[src/rtl/nand_colptr_pkg.sv]
package nand_colptr_pkg;

    typedef enum logic [1:0] {
        RGN_LOW   = 2'd0,
        RGN_HIGH  = 2'd1,
        RGN_SPARE = 2'd2
    } rgn_e;

    typedef enum logic [1:0] {
        ST_IDLE,
        ST_COL,
        ST_ROW,
        ST_STREAM
    } st_e;

    typedef enum logic [2:0] {
        EV_NONE,
        EV_LOW,
        EV_HIGH,
        EV_SPARE,
        EV_HOME
    } ev_e;

    localparam logic [7:0] OP_LOW   = 8'h00;
    localparam logic [7:0] OP_HIGH  = 8'h01;
    localparam logic [7:0] OP_SPARE = 8'h50;
    localparam logic [7:0] OP_HOME  = 8'hFF;

endpackage

[src/rtl/nand_colptr_cmd_dec.sv]
module nand_colptr_cmd_dec
    import nand_colptr_pkg::*;
#(
    parameter int BYTE_W = 8
) (
    input  logic              cmd_vld,
    input  logic [BYTE_W-1:0] cmd,
    input  logic              spare_dis,
    output ev_e               ev
);

    always_comb begin
        ev = EV_NONE;
        if (cmd_vld) begin
            if (cmd == BYTE_W'(OP_LOW))
                ev = EV_LOW;
            else if (cmd == BYTE_W'(OP_HIGH))
                ev = EV_HIGH;
            else if (cmd == BYTE_W'(OP_SPARE) && !spare_dis)
                ev = EV_SPARE;
            else if (cmd == BYTE_W'(OP_HOME))
                ev = EV_HOME;
        end
    end

endmodule

[src/rtl/nand_colptr_ctr.sv]
module nand_colptr_ctr #(
    parameter int COL_W    = 10,
    parameter int LAST_COL = 527
) (
    input  logic             clk,
    input  logic             rst_n,
    input  logic             load,
    input  logic [COL_W-1:0] load_val,
    input  logic             step,
    input  logic [COL_W-1:0] wrap_base,
    output logic [COL_W-1:0] col,
    output logic             adv
);

    localparam logic [COL_W-1:0] LAST = COL_W'(LAST_COL);

    always_ff @(posedge clk) begin
        if (!rst_n) begin
            col <= '0;
            adv <= 1'b0;
        end else if (load) begin
            col <= load_val;
            adv <= 1'b0;
        end else if (step) begin
            if (col == LAST) begin
                col <= wrap_base;
                adv <= 1'b1;
            end else begin
                col <= col + 1'b1;
                adv <= 1'b0;
            end
        end else begin
            adv <= 1'b0;
        end
    end

endmodule

[src/rtl/nand_colptr.sv]
module nand_colptr
    import nand_colptr_pkg::*;
#(
    parameter int MAIN_BYTES  = 512,
    parameter int SPARE_BYTES = 16,
    parameter int BYTE_W      = 8,
    localparam int PAGE_BYTES = MAIN_BYTES + SPARE_BYTES,
    localparam int COL_W      = $clog2(PAGE_BYTES)
) (
    input  logic              clk,
    input  logic              rst_n,
    input  logic              cmd_vld_i,
    input  logic [BYTE_W-1:0] cmd_i,
    input  logic              addr_vld_i,
    input  logic [BYTE_W-1:0] addr_i,
    input  logic              rd_stb_i,
    input  logic              wr_stb_i,
    input  logic              spare_dis_i,
    output logic [COL_W-1:0]  col_o,
    output logic              spare_o,
    output logic [1:0]        region_o,
    output logic              page_adv_o
);

    localparam int HALF_BYTES = MAIN_BYTES / 2;
    localparam int HALF_W     = $clog2(HALF_BYTES);
    localparam int SPARE_W    = $clog2(SPARE_BYTES);
    localparam logic [COL_W-1:0] BASE_HIGH  = COL_W'(HALF_BYTES);
    localparam logic [COL_W-1:0] BASE_SPARE = COL_W'(MAIN_BYTES);

    st_e  state_q, state_d;
    rgn_e rgn_q, rgn_d;
    ev_e  ev;

    logic             ld;
    logic [COL_W-1:0] ld_val;
    logic             stp;
    logic [COL_W-1:0] wrap_base;
    logic [COL_W-1:0] col;
    logic             adv;
    logic             strobe;

    function automatic logic [COL_W-1:0] base_of(input rgn_e r);
        case (r)
            RGN_HIGH:  return BASE_HIGH;
            RGN_SPARE: return BASE_SPARE;
            default:   return '0;
        endcase
    endfunction

    nand_colptr_cmd_dec #(.BYTE_W(BYTE_W)) dec_i (
        .cmd_vld   (cmd_vld_i),
        .cmd       (cmd_i),
        .spare_dis (spare_dis_i),
        .ev        (ev)
    );

    nand_colptr_ctr #(.COL_W(COL_W), .LAST_COL(PAGE_BYTES - 1)) ctr_i (
        .clk       (clk),
        .rst_n     (rst_n),
        .load      (ld),
        .load_val  (ld_val),
        .step      (stp),
        .wrap_base (wrap_base),
        .col       (col),
        .adv       (adv)
    );

    assign strobe = rd_stb_i | wr_stb_i;

    // State register
    always_ff @(posedge clk) begin
        if (!rst_n) begin
            state_q <= ST_IDLE;
            rgn_q   <= RGN_LOW;
        end else begin
            state_q <= state_d;
            rgn_q   <= rgn_d;
        end
    end

    // Next state and counter controls
    always_comb begin
        state_d   = state_q;
        rgn_d     = rgn_q;
        ld        = 1'b0;
        ld_val    = col;
        stp       = 1'b0;
        wrap_base = base_of(rgn_q);
        if (ev != EV_NONE) begin
            ld = 1'b1;
            unique case (ev)
                EV_LOW: begin
                    rgn_d   = RGN_LOW;
                    ld_val  = '0;
                    state_d = ST_COL;
                end
                EV_HIGH: begin
                    rgn_d   = RGN_HIGH;
                    ld_val  = BASE_HIGH;
                    state_d = ST_COL;
                end
                EV_SPARE: begin
                    rgn_d   = RGN_SPARE;
                    ld_val  = BASE_SPARE;
                    state_d = ST_COL;
                end
                default: begin
                    rgn_d   = RGN_LOW;
                    ld_val  = '0;
                    state_d = ST_IDLE;
                end
            endcase
        end else begin
            unique case (state_q)
                ST_IDLE: begin
                    state_d = ST_IDLE;
                end
                ST_COL: begin
                    if (addr_vld_i) begin
                        ld      = 1'b1;
                        state_d = ST_ROW;
                        if (rgn_q == RGN_SPARE)
                            ld_val = BASE_SPARE + COL_W'(addr_i[SPARE_W-1:0]);
                        else
                            ld_val = base_of(rgn_q) + COL_W'(addr_i[HALF_W-1:0]);
                    end else if (strobe) begin
                        stp     = 1'b1;
                        state_d = ST_STREAM;
                    end
                end
                ST_ROW, ST_STREAM: begin
                    if (strobe) begin
                        stp     = 1'b1;
                        state_d = ST_STREAM;
                    end
                end
            endcase
            if (stp && rgn_q == RGN_HIGH) begin
                rgn_d = RGN_LOW;
            end
            wrap_base = base_of(rgn_d);
        end
    end

    // Outputs
    always_comb begin
        col_o      = col;
        spare_o    = (col >= BASE_SPARE);
        region_o   = rgn_q;
        page_adv_o = adv;
    end

endmodule

[config.mk]
export PLATFORM = sky130hd
export DESIGN_NAME = nand_colptr
export DESIGN_NICKNAME = d
export VERILOG_FILES = /design/src/rtl/nand_colptr_pkg.sv /design/src/rtl/nand_colptr_cmd_dec.sv /design/src/rtl/nand_colptr_ctr.sv /design/src/rtl/nand_colptr.sv
export SDC_FILE = /design/constraint.sdc
export NUM_CORES = 1
export LEC_CHECK = 0
export BUFFER_PORTS_ARGS = -buffer_cell sky130_fd_sc_hd__buf_4
export CAP_MARGIN = 20
export CORE_UTILIZATION = 51
export DETAILED_ROUTE_END_ITERATION = 10
export PLACE_DENSITY = 0.85
export SETUP_SLACK_MARGIN = 0.15
export SYNTH_ARGS = -nofsm -noshare
export SYNTH_HDL_FRONTEND = slang
export SYNTH_HIERARCHICAL = 1
export SYNTH_SLANG_ARGS = --single-unit
export TNS_END_PERCENT = 5
[constraint.sdc]
create_clock -name clk -period 3.21 [get_ports clk]
set_clock_uncertainty 0.2 [all_clocks]
set_input_delay 0 -clock clk [delete_from_list [all_inputs] [get_ports clk]]
set_output_delay 0 -clock clk [all_outputs]
set_load 0.01 [all_outputs]
==> impl_metrics.csv <==
group,metric,value,unit
outcome,status,"finished, violations left",
outcome,violations,"hold timing",
die,die-area,2691,µm²
route,via_per_inst,6.081,
worst_setup_path,cp.arrival,2.76,ns
sta,max-slew-margin-rel,0.4682,
synthesis,yosys-top-cells-count,"nand2_1, a21oi_1, dfxtp_1, nand3_1, nor3_1",
sta,worst-slew-pin-transition,0.7916,ns
synthesis,synthTopCellsByArea,"dfxtp_1, a21oi_1, nand2_1",
route,initialDrtViolationCount,68,
route,route.antenna.remaining_nets,0,
hold_path,min_delay_path_depth,5,
placement,placed_cell_area,1582,µm²
power,power_leakage,0.7617,nW
placement,dp_cells,232,
power,pwr-share-seq,0.522,
layout,drive_above_1_share,0.2557,
hold_path,min_path_type,"input pin to register",
route,drc_errors,0,
sta,clock.fmax,361.1,MHz
worst_setup_path,cp-end-kind,"register",
power,p_comb_frac,0.164,
layout,num_antenna_cells,0,
layout,fillerInstances,171,
synthesis,syn_inst,167,
worst_setup_path,path_class,"input pin to register",
power,p_switching,0.09640,mW
power,peakVddDrop,0.2251,mV
power,p_per_area,211.5,nW/µm²
route,wl_per_cell,15.37,µm
worst_setup_path,r2r-end,"ctr_i/col[4]",
die,start_util,0.5574,
layout,final_util,0.7554,
synthesis,syn_area,1269,µm²
clock_network,htree_levels,1,
layout,area.sequential,300.3,µm²
sta,finalCriticalPeriod,2.770,ns
worst_setup_path,start_kind,"input pin",
die,fp.dieW,51.88,µm
synthesis,synth_edf_count,0,
worst_setup_path,worstPathRequired,3.20,ns
sta,finalSetupViolations,0,
power,p_int,0.2673,mW
route,routed_wl,3796,µm
synthesis,synth_ff_type,"dfxtp_1",
die,core-area,2276,µm²
clock_network,numCtsBuffers,3,
global_routing,grt_pass1_vias,1394,
placement,dp_hpwl,2676,µm
die,die_h,51.88,µm
layout,final_cells,247,
sta,rsz0062_at_grt,"no",
sta,hold_violations,1,
clock_network,cts_setup_buffers,0,
global_routing,grt_pass1_wl,6223,µm
worst_setup_path,worst_r2r_path_depth,6,
hold_path,hold_path_end,"ctr_i/col[3]",
synthesis,ys_async_sr_fraction,0,
sta,period_share,0.8628,
worst_setup_path,reg2reg_slack,0.72,ns
sta,layout_setup_ws,0.4405,ns
synthesis,synth_seq_cells,15,
synthesis,yosys.cell_types.count,53,
sta,setup-tns-final,0,ns
global_routing,grt_overflow,0,
synthesis,yosysWarnings,6,
route,num_vias,1502,
synthesis,synth_top_cell_by_area,"dfxtp_1",
clock_network,clk_latency,0.30,ns
route,first_pass_iters,4,
placement,dpl_worst_slack,0.6354,ns
global_routing,antenna_found_initial,0,
sta,maxSlewViolCount,0,
global_routing,grt_start_max_net_pins,13,
power,pwr-share-clk,0.314,
clock_network,clockBufferDepth,2,
layout,syn2layout_area_growth,35.50,%
synthesis,yosysMostFrequentCell,"nand2_1",
placement,portBuffers,36,
clock_network,cts-root-buf,"clkbuf_4",
die,io_pins,37,
hold_path,min_from,"addr_i[3]",
layout,num-nets-final,244,
worst_setup_path,worstReg2RegStart,"state_q[0]",
layout,multi_input_area,923.4,µm²
clock_network,cts.clk_slew.worst_paths,0.09,ns
placement,finalWeightedCongestion,0.9137,
layout,finalInstanceArea,1719,µm²
job,cap_violations,0,
power,swShare,0.2651,
die,fp-row-count,17,
worst_setup_path,cp_max_fo,12,
synthesis,synth.avg_cell_area,7.597,µm²
sta,timing.hold.ws,-0.001498,ns
global_routing,grt_use_total,0.3105,
synthesis,synth_seq_area_share,0.2367,
clock_network,cts.sinks,15,
clock_network,cts_tree,"built",
synthesis,synth_top_area_frac,0.2367,
==> per-stage QoR <==
stage	hold slack (ns)	power [mW]
after global routing	0.02288	0.3770
after CTS	0.006936	0.3621
after global placement	0.1019	0.2417
after floorplan	-0.06736	0.2122
after detailed placement	0.1045	0.2442
final	-0.001498	0.3637
==> power by group through the flow <==
stage	logic, mW	clock network [mW]	registers [mW]
final	0.0597	0.114	0.190
after global routing	0.0642	0.122	0.190
after CTS	0.0580	0.114	0.190
after detailed placement	0.0499	0	0.194
after global placement	0.0476	0	0.194
after floorplan	0.0185	0	0.194
==> routing by layer <==
layer,share of wire,vias up,track usage
met2,0.49,98,0.5321
met1,0.38,671,0.3737
met4,0.028,0,0.1486
met3,0.10,13,0.04678
met5,0,-,0
li1,-,720,-
==> final cells by class <==
class / count / share of cell area
sequential: 15 / 0.1747
multi-input combinational: 143 / 0.5371
clock buffer: 3 / 0.01310
clock inverter: 1 / 0.002911
tap: 28 / 0.02038
timing repair buffer: 51 / 0.2387
inverter: 6 / 0.01310
==> kinds of logic after synthesis <==
group | after synthesis | share of synthesized area
flip-flops | 15 | 0.2367
buffers and inverters | 16 | 0.05621
adder cells (fa/ha/maj) | 1 | 0.009860
AND/OR/NAND/NOR | 82 | 0.3925
other | 1 | 0.002956
multiplexers | 3 | 0.02367
XOR/XNOR | 5 | 0.03452
AO/OA/AOI/OAI | 44 | 0.2436
==> cell usage in the layout (no fill, tap or decap), types with 2 or more instances in the layout <==
| master | n |
|---|---|
| a21oi_1 | 17 |
| a31oi_1 | 2 |
| and3_1 | 2 |
| and4_1 | 3 |
| buf_4 | 40 |
| clkbuf_4 | 3 |
| conb_1 | 8 |
| dfxtp_1 | 15 |
| dlygate4sd3_1 | 11 |
| inv_1 | 6 |
| mux2i_1 | 3 |
| nand2_1 | 22 |
| nand2b_1 | 2 |
| nand3_1 | 11 |
| nand4_1 | 3 |
| nor2_1 | 4 |
| nor2_2 | 2 |
| nor2b_1 | 2 |
| nor3_1 | 8 |
| nor3b_1 | 4 |
| nor4b_1 | 2 |
| o21ai_0 | 4 |
| o22ai_1 | 4 |
| o31a_1 | 3 |
| or2_2 | 2 |
| or3_1 | 3 |
| or4b_4 | 3 |
| xnor2_1 | 2 |
| xor2_1 | 3 |
==> worst max-delay path: stages <==
cell,delay (ns)
dlygate4sd3_1,0.53
buf_4,0.14
nand4_1,0.08
nor3_1,0.13
or3_1,0.41
nor2_1,0.63
nand4_1,0.20
or3_1,0.37
a221oi_1,0.25
==> state kept, by name, indices dropped and copies added, names as in the netlist <==
signal     flops
ctr_i/col     10
region_o       2
state_q        2
ctr_i/adv      1
==> timing repair <==
item / 4_1_cts / 5_1_grt
hold buffers: 11 / 0
hold endpoints to repair: 13 / 0
gates resized for setup: 0 / 0
==> worst max-delay path by stage <==
stage,start,endpoint,cells after the start
floorplan,cmd_i[1],ctr_i/col[8],9
global placement,cmd_i[1],ctr_i/col[8],10
detailed placement,cmd_vld_i,ctr_i/col[4],9
CTS,cmd_i[2],ctr_i/col[4],9
global route,cmd_i[2],ctr_i/col[4],9
finish,cmd_i[2],ctr_i/col[4],9
Note: power is estimated with default switching activity, not from simulation.
